## config.mk

```make
export PLATFORM = sky130hd
export DESIGN_NAME = active_node_tracker
export DESIGN_NICKNAME = d
export VERILOG_FILES = /design/src/rtl/ant_pkg.sv /design/src/rtl/ant_node_counter.sv /design/src/rtl/ant_vec_pick.sv /design/src/rtl/active_node_tracker.sv
export SDC_FILE = /design/constraint.sdc
export NUM_CORES = 2
export LEC_CHECK = 0
export BUFFER_PORTS_ARGS = -buffer_cell sky130_fd_sc_hd__buf_2
export CAP_MARGIN = 40
export CELL_PAD_IN_SITES_DETAIL_PLACEMENT = 0
export CELL_PAD_IN_SITES_GLOBAL_PLACEMENT = 1
export CORE_AREA = 5 5 447 449
export CTS_BUF_LIST = sky130_fd_sc_hd__clkbuf_4 sky130_fd_sc_hd__clkbuf_8
export DETAILED_ROUTE_END_ITERATION = 12
export DIE_AREA = 0 0 452 454
export PLACE_DENSITY = 0.88
export SLEW_MARGIN = 20
export SYNTH_ARGS = -nofsm -noshare
export SYNTH_HDL_FRONTEND = slang
export SYNTH_HIERARCHICAL = 1
export SYNTH_SLANG_ARGS = --single-unit
```

## constraint.sdc

```tcl
create_clock -name clk_i -period 39.3 [get_ports clk_i]
set_clock_uncertainty 0.15 [all_clocks]
set_input_delay 1.965 -clock clk_i [delete_from_list [all_inputs] [get_ports clk_i]]
set_output_delay 1.965 -clock clk_i [all_outputs]
set_load 0.01 [all_outputs]
```

## src/rtl/ant_pkg.sv

```systemverilog
package ant_pkg;
  typedef enum logic {
    EV_MAP   = 1'b0,
    EV_UNMAP = 1'b1
  } ant_evt_e;
endpackage

```

## src/rtl/ant_node_counter.sv

```systemverilog
module ant_node_counter #(
  parameter int CNT_W = 8
) (
  input  logic             clk_i,
  input  logic             rst_ni,
  input  logic             inc_en_i,
  input  logic             dec_en_i,
  output logic             live_o,
  output logic             live_next_o,
  output logic             underflow_o
);
  localparam logic [CNT_W-1:0] CNT_MAX = '1;

  logic [CNT_W-1:0] cnt_q, cnt_d;

  always_comb begin
    cnt_d       = cnt_q;
    underflow_o = 1'b0;
    if (inc_en_i && !dec_en_i) begin
      if (cnt_q != CNT_MAX) cnt_d = cnt_q + 1'b1;
    end else if (dec_en_i && !inc_en_i) begin
      if (cnt_q == '0) underflow_o = 1'b1;
      else             cnt_d = cnt_q - 1'b1;
    end
  end

  always_ff @(posedge clk_i or negedge rst_ni) begin
    if (!rst_ni)                  cnt_q <= '0;
    else if (inc_en_i || dec_en_i) cnt_q <= cnt_d;
  end

  assign live_o      = (cnt_q != '0);
  assign live_next_o = (cnt_d != '0);

  // a full counter stays full on a further increment
  p_no_wrap_r3: assert property (@(posedge clk_i) disable iff (!rst_ni)
    (cnt_q == CNT_MAX && inc_en_i && !dec_en_i) |=> (cnt_q == CNT_MAX));

  // decrement of an empty counter leaves it empty
  p_zero_hold_r5: assert property (@(posedge clk_i) disable iff (!rst_ni)
    (cnt_q == '0 && dec_en_i && !inc_en_i) |=> (cnt_q == '0));

  // the count only moves in a cycle that had an enable
  p_step_r2: assert property (@(posedge clk_i) disable iff (!rst_ni)
    (cnt_q != $past(cnt_q)) |-> $past(inc_en_i || dec_en_i));
endmodule

```

## src/rtl/ant_vec_pick.sv

```systemverilog
module ant_vec_pick #(
  parameter int NUM_PROCS = 8,
  parameter int NUM_NODES = 16,
  parameter int PID_W     = 3
) (
  input  logic [NUM_PROCS-1:0][NUM_NODES-1:0] vecs_i,
  input  logic [PID_W-1:0]                    pid_i,
  output logic [NUM_NODES-1:0]                vec_o
);
  always_comb begin
    vec_o = '0;
    for (int p = 0; p < NUM_PROCS; p++) begin
      if (pid_i == PID_W'(p)) vec_o = vecs_i[p];
    end
  end
endmodule

```

## src/rtl/active_node_tracker.sv

```systemverilog
module active_node_tracker
  import ant_pkg::*;
#(
  parameter int NUM_PROCS = 8,
  parameter int NUM_NODES = 16,
  parameter int CNT_W     = 8,
  localparam int PID_W    = (NUM_PROCS > 1) ? $clog2(NUM_PROCS) : 1,
  localparam int NID_W    = (NUM_NODES > 1) ? $clog2(NUM_NODES) : 1
) (
  input  logic                 clk_i,
  input  logic                 rst_ni,
  input  logic                 evt_valid_i,
  input  logic                 evt_kind_i,
  input  logic [PID_W-1:0]     evt_pid_i,
  input  logic [NID_W-1:0]     evt_node_i,
  input  logic                 sw_valid_i,
  input  logic [PID_W-1:0]     sw_next_pid_i,
  input  logic [PID_W-1:0]     sw_after_pid_i,
  output logic                 act_valid_o,
  output logic [NUM_NODES-1:0] act_vec_o,
  output logic                 err_o,
  output logic                 wake_valid_o,
  output logic [NUM_NODES-1:0] wake_mask_o
);
  // reset: asserted asynchronously, released on a clock edge
  logic [1:0] rst_sync_q;
  logic       rst_n;

  always_ff @(posedge clk_i or negedge rst_ni) begin
    if (!rst_ni) rst_sync_q <= 2'b00;
    else         rst_sync_q <= {rst_sync_q[0], 1'b1};
  end
  assign rst_n = rst_sync_q[1];

  logic is_map, is_unmap;
  assign is_map   = evt_valid_i && (ant_evt_e'(evt_kind_i) == EV_MAP);
  assign is_unmap = evt_valid_i && (ant_evt_e'(evt_kind_i) == EV_UNMAP);

  logic [NUM_PROCS-1:0][NUM_NODES-1:0] live, live_next, uflow;

  for (genvar p = 0; p < NUM_PROCS; p++) begin : g_proc
    for (genvar n = 0; n < NUM_NODES; n++) begin : g_node
      logic hit;
      assign hit = (evt_pid_i == PID_W'(p)) && (evt_node_i == NID_W'(n));
      ant_node_counter #(.CNT_W(CNT_W)) u_cnt (
        .clk_i       (clk_i),
        .rst_ni      (rst_n),
        .inc_en_i    (is_map && hit),
        .dec_en_i    (is_unmap && hit),
        .live_o      (live[p][n]),
        .live_next_o (live_next[p][n]),
        .underflow_o (uflow[p][n])
      );
    end
  end

  logic [NUM_NODES-1:0] evt_vec, next_vec, after_vec;

  ant_vec_pick #(.NUM_PROCS(NUM_PROCS), .NUM_NODES(NUM_NODES), .PID_W(PID_W)) u_pick_evt (
    .vecs_i (live_next), .pid_i (evt_pid_i), .vec_o (evt_vec));
  ant_vec_pick #(.NUM_PROCS(NUM_PROCS), .NUM_NODES(NUM_NODES), .PID_W(PID_W)) u_pick_next (
    .vecs_i (live), .pid_i (sw_next_pid_i), .vec_o (next_vec));
  ant_vec_pick #(.NUM_PROCS(NUM_PROCS), .NUM_NODES(NUM_NODES), .PID_W(PID_W)) u_pick_after (
    .vecs_i (live), .pid_i (sw_after_pid_i), .vec_o (after_vec));

  logic [NUM_NODES-1:0] act_vec_d, wake_mask_d;

  always_comb begin
    act_vec_d   = act_vec_o;
    wake_mask_d = wake_mask_o;
    if (evt_valid_i) act_vec_d   = evt_vec;
    if (sw_valid_i)  wake_mask_d = next_vec | after_vec;
  end

  always_ff @(posedge clk_i or negedge rst_n) begin
    if (!rst_n) begin
      act_valid_o  <= 1'b0;
      err_o        <= 1'b0;
      wake_valid_o <= 1'b0;
    end else begin
      act_valid_o  <= evt_valid_i;
      err_o        <= |uflow;
      wake_valid_o <= sw_valid_i;
    end
  end

  always_ff @(posedge clk_i or negedge rst_n) begin
    if (!rst_n)           act_vec_o <= '0;
    else if (evt_valid_i) act_vec_o <= act_vec_d;
  end

  always_ff @(posedge clk_i or negedge rst_n) begin
    if (!rst_n)          wake_mask_o <= '0;
    else if (sw_valid_i) wake_mask_o <= wake_mask_d;
  end

  // every event yields a valid vector next cycle
  p_act_follow_r6: assert property (@(posedge clk_i) disable iff (!rst_n)
    evt_valid_i |=> act_valid_o);

  // the vector holds while no event arrives
  p_act_hold_r6: assert property (@(posedge clk_i) disable iff (!rst_n)
    !evt_valid_i |=> $stable(act_vec_o));

  // a map leaves its node active for that process
  p_map_sets_r2: assert property (@(posedge clk_i) disable iff (!rst_n)
    is_map |=> act_vec_o[$past(evt_node_i)]);

  // an error only follows an unmap
  p_err_cause_r5: assert property (@(posedge clk_i) disable iff (!rst_n)
    err_o |-> $past(is_unmap));

  // each switch request is answered next cycle
  p_wake_follow_r7: assert property (@(posedge clk_i) disable iff (!rst_n)
    sw_valid_i |=> wake_valid_o);
endmodule

```

==> results by group <==
Logic synthesis
  – EDFF count, synth: 0
  – Share of async-settable or async-resettable flops after synthesis: 1.00
  – Cells after Synth: 12.3k
  – Synth Flop Type: dfrtp_1
  – Top cell type's share of synthesized area: 0.269
  – Synth unique cells: 95
  – Synth cell count leaders: nor2_1, nand2_1, dfrtp_1
  – #FFs+latches synth: 1,061
  – Sequential share of the synthesized area: 0.269
  – Top-count cell post-synth: nor2_1
  – Area of the mapped netlist: 98,700 sq um
  – YS warnings: 6
  – Net Count, Synth: 12.7k
  – Area contributors post-synth: dfrtp_1, ha_1, nor2_1, nand2_1, o21ai_0
  – Syn Area/Cell: between 8 and 9 sq um
  – Post-synth top area cell: dfrtp_1

STA
  – Setup TNS: 0 ns
  – Pins Over Slew Limit: 0
  – Worst Tran Pin Value: a little over 1 ns
  – Min Hold Slack: around 0.17 ns
  – Hold Violations, Final: 0
  – Slack of the critical path: 32.75 ns
  – Final period util: 0.167
  – Final-report setup violation count: 0
  – Slew HR: 0.324
  – RSZ-0062 raised after global routing: no
  – Max Freq: 153 MHz
  – Tmin final: approximately 6.6 ns

Setup path
  – Slowest cell on crit path: buf_6
  – Slowest stage delay, CP: between 0.5 and 0.6 ns
  – Critical path type: primary input to flip-flop
  – RR Startpoint: g_proc[7].g_node[8].u_cnt/cnt_q[0]
  – WP data required: 40.01 ns
  – Startpoint types: primary input
  – Maximum fanout along the worst path: 41
  – Crit end category: flip-flop
  – Cells along the critical path: buf_6, nor2b_1, nand2_2, buf_12, nor2_1, or4b_4, nor4_1, xnor2_1, o22ai_1, or4_1, or4_1, mux4_2, mux2_2, mux2_2
  – CP Data Arrival Time: between 7 and 8 ns
  – Critical path buffers and inverters: 2
  – Critical path origin: evt_pid_i[0]
  – Critical path's top delay family: simple AND/OR/NAND/NOR gates

Layout
  – Filler cells: 18.0k
  – Final nets: about 12k
  – Fin util: 0.536
  – Synthesis-to-finish area growth: 6.21%
  – Share of cells above drive strength 1: 0.113
  – Finished Cell Area: 105,000 sq um

Floorplan
  – Initial Util: 0.504
  – Die ar.: 205,000 sq um
  – # IOs: 53
  – Die width: approximately 450 um
  – Die Y: 454 um
  – # rows: 163
  – Core Area: just under 200,000 sq um

Placement
  – DP Worst Slack: 31.85 ns
  – RePlAce Congestion: 0.966
  – Hpwl dp: 223 mm
  – Port bufs: 52
  – DP Area: roughly 100,000 sq um

Route
  – First drt pass iteration count: 7
  – Routed Antenna Nets: 0
  – DRC: 0
  – Via count: 98.4k
  – Via/cell ratio: 6.69
  – Detailed Route Iter0 Violations: ~9.5k
  – Routed len/inst: 20.9 um
  – WL final: 307 mm

Power
  – Reported net switching power: 0.00128 W
  – Sw Ratio: 0.365
  – Part of the power in registers: 0.401
  – Pleak: 39.7 nW
  – Int Power: 0.00223 W
  – Pwr dens: around 34 nW/um^2
  – Gate power share: 0.248
  – Power share of the clock group: 0.351
  – Peak supply drop: 0.0000318 V

Global route
  – Grt met1 use: 0.382
  – M3 GR Usage: 0.0550
  – Vias in the first global route: about 90k
  – GR Util All Layers: 0.286
  – Largest net degree at the start of global routing: 162
  – Most used routing layer: met2
  – Initial antenna violation count: 13
  – Total grt overflow: 0
  – GR Util met2: 0.439
  – First-pass GRT wire length: 488 mm

Clocking
  – Post-CTS setup repair buffer count: 0
  – Worst-Skew Late Latency: 0.97 ns
  – CTS Sinks: 1,061
  – Hold bufs inserted after CTS: 0
  – Max clock buf depth: 3
  – CTS Buf Count: 200
  – H-tree depth: 4
  – Clock transition at path regs: 0.06 ns
  – Clock root buffer: clkbuf_8
  – CTS tree: yes
  – Cts repair resizes: 0

Job
  – Max_cap viols: 0

Run status
  – Run status: complete, no violations

Hold path
  – HP Class: flip-flop to asynchronous set/reset pin
## worst reg2reg max path: stages, from the launching register on
cell and delay [ns]:
dfrtp_1 0.45, inv_1 0.15, ha_1 0.19, or3b_1 0.45, nor3_2 0.55, nor2_1 0.12, a311oi_1 0.31, a21oi_1 0.11
or4_1 0.54, mux4_1 0.50, mux2_2 0.28, mux2_2 0.26
## through the flow
step | power [W] | cells
floorplan | 0.00202 | 12300
global placement | 0.00225 | 14300
detailed placement | 0.00227 | 14300
CTS | 0.00353 | 14700
global route | 0.00371 | 14700
finish | 0.00352 | 14700
## placed cells by master (no fill, tap or decap), drive strengths merged, types with 49 or more instances in the layout
cell type     n
o31a        121
dfrtp      1061
inv         278
a31o        119
a211oi      246
o311ai      244
or4b        244
a211o        49
nor4        406
nand3       513
a21oi       530
or2         132
nand2      1154
a31oi       242
ha          384
nand2b      257
or4         261
nor2       1228
and4b       240
a2bb2oi     119
and4        137
mux2         71
nand3b      258
o21ai       645
xor2        120
nor2b       505
o2111a      119
xnor2       257
buf         135
nor3        381
and2        134
and3        123
mux2i       135
o22ai       280
nor3b       130
nand4       387
clkbuf      307
## power by group through the flow
stage	combinational, W	sequential [W]	clock [W]
3_5_place_dp	0.000855	0.00142	0
6_report	0.000873	0.00141	0.00123
2_1_floorplan	0.000671	0.00135	0
5_1_grt	0.000964	0.00143	0.00131
4_1_cts	0.000860	0.00140	0.00127
3_3_place_gp	0.000833	0.00141	0
## per-layer routing
layer,share of wire,vias to the layer above,wire length (um)
li1,-,46300,-
met1,0.43,47400,131000
met2,0.43,3835,133000
met3,0.081,834,25000
met4,0.059,10,18100
met5,0.00022,-,68
## final cells by class
class | instances | area, sq um | area share
Antenna cell | 5 | 12.5 | 0.000119
Clock buffer | 306 | 3910 | 0.0373
Clock inverter | 61 | 592 | 0.00564
Inverter | 273 | 1020 | 0.00977
Multi-Input combinational cell | 10300 | 68500 | 0.653
Sequential cell | 1061 | 26600 | 0.253
Tap cell | 2557 | 3200 | 0.0305
Timing Repair Buffer | 137 | 1120 | 0.0107
## flip-flops by register name, summed over array words and instances (netlist names)
signal,flops
g_proc.g_node.u_cnt/cnt_q,1024
wake_mask_o,16
act_vec_o,16
rst_sync_q,2
act_valid_o,1
wake_valid_o,1
err_o,1
## logic make-up (layout without fill, tap and decap cells)
logic type                 count (synthesis)  count (layout)  synth area share
AOI/OAI and AO/OA                       2804            2804             0.200
xor gates and xnor gates                 377             377            0.0334
adders and majority gates                384             384            0.0487
buffers and inverters                    877             777            0.0383
DFF                                     1061            1061             0.269
muxes                                    218             218            0.0246
other                                      1               6         0.0000380
and+or+nand+nor                         6529            6529             0.386
## final timing paths
kind                       depth (start not counted)  slack (ns)                            endpoint
setup / recovery                                  14       32.75                       act_vec_o[14]
setup reg to reg                                  11       35.11                        act_vec_o[8]
hold / removal                                     0        0.17  g_proc[3].g_node[8].u_cnt/cnt_q[5]
hold reg to reg                                    0        0.17  g_proc[3].g_node[8].u_cnt/cnt_q[5]
max in group asynchronous                          6       35.37  g_proc[7].g_node[7].u_cnt/cnt_q[3]
min in group clk_i                                 0        0.21                       rst_sync_q[1]
Power figures use the tool's default switching activity.
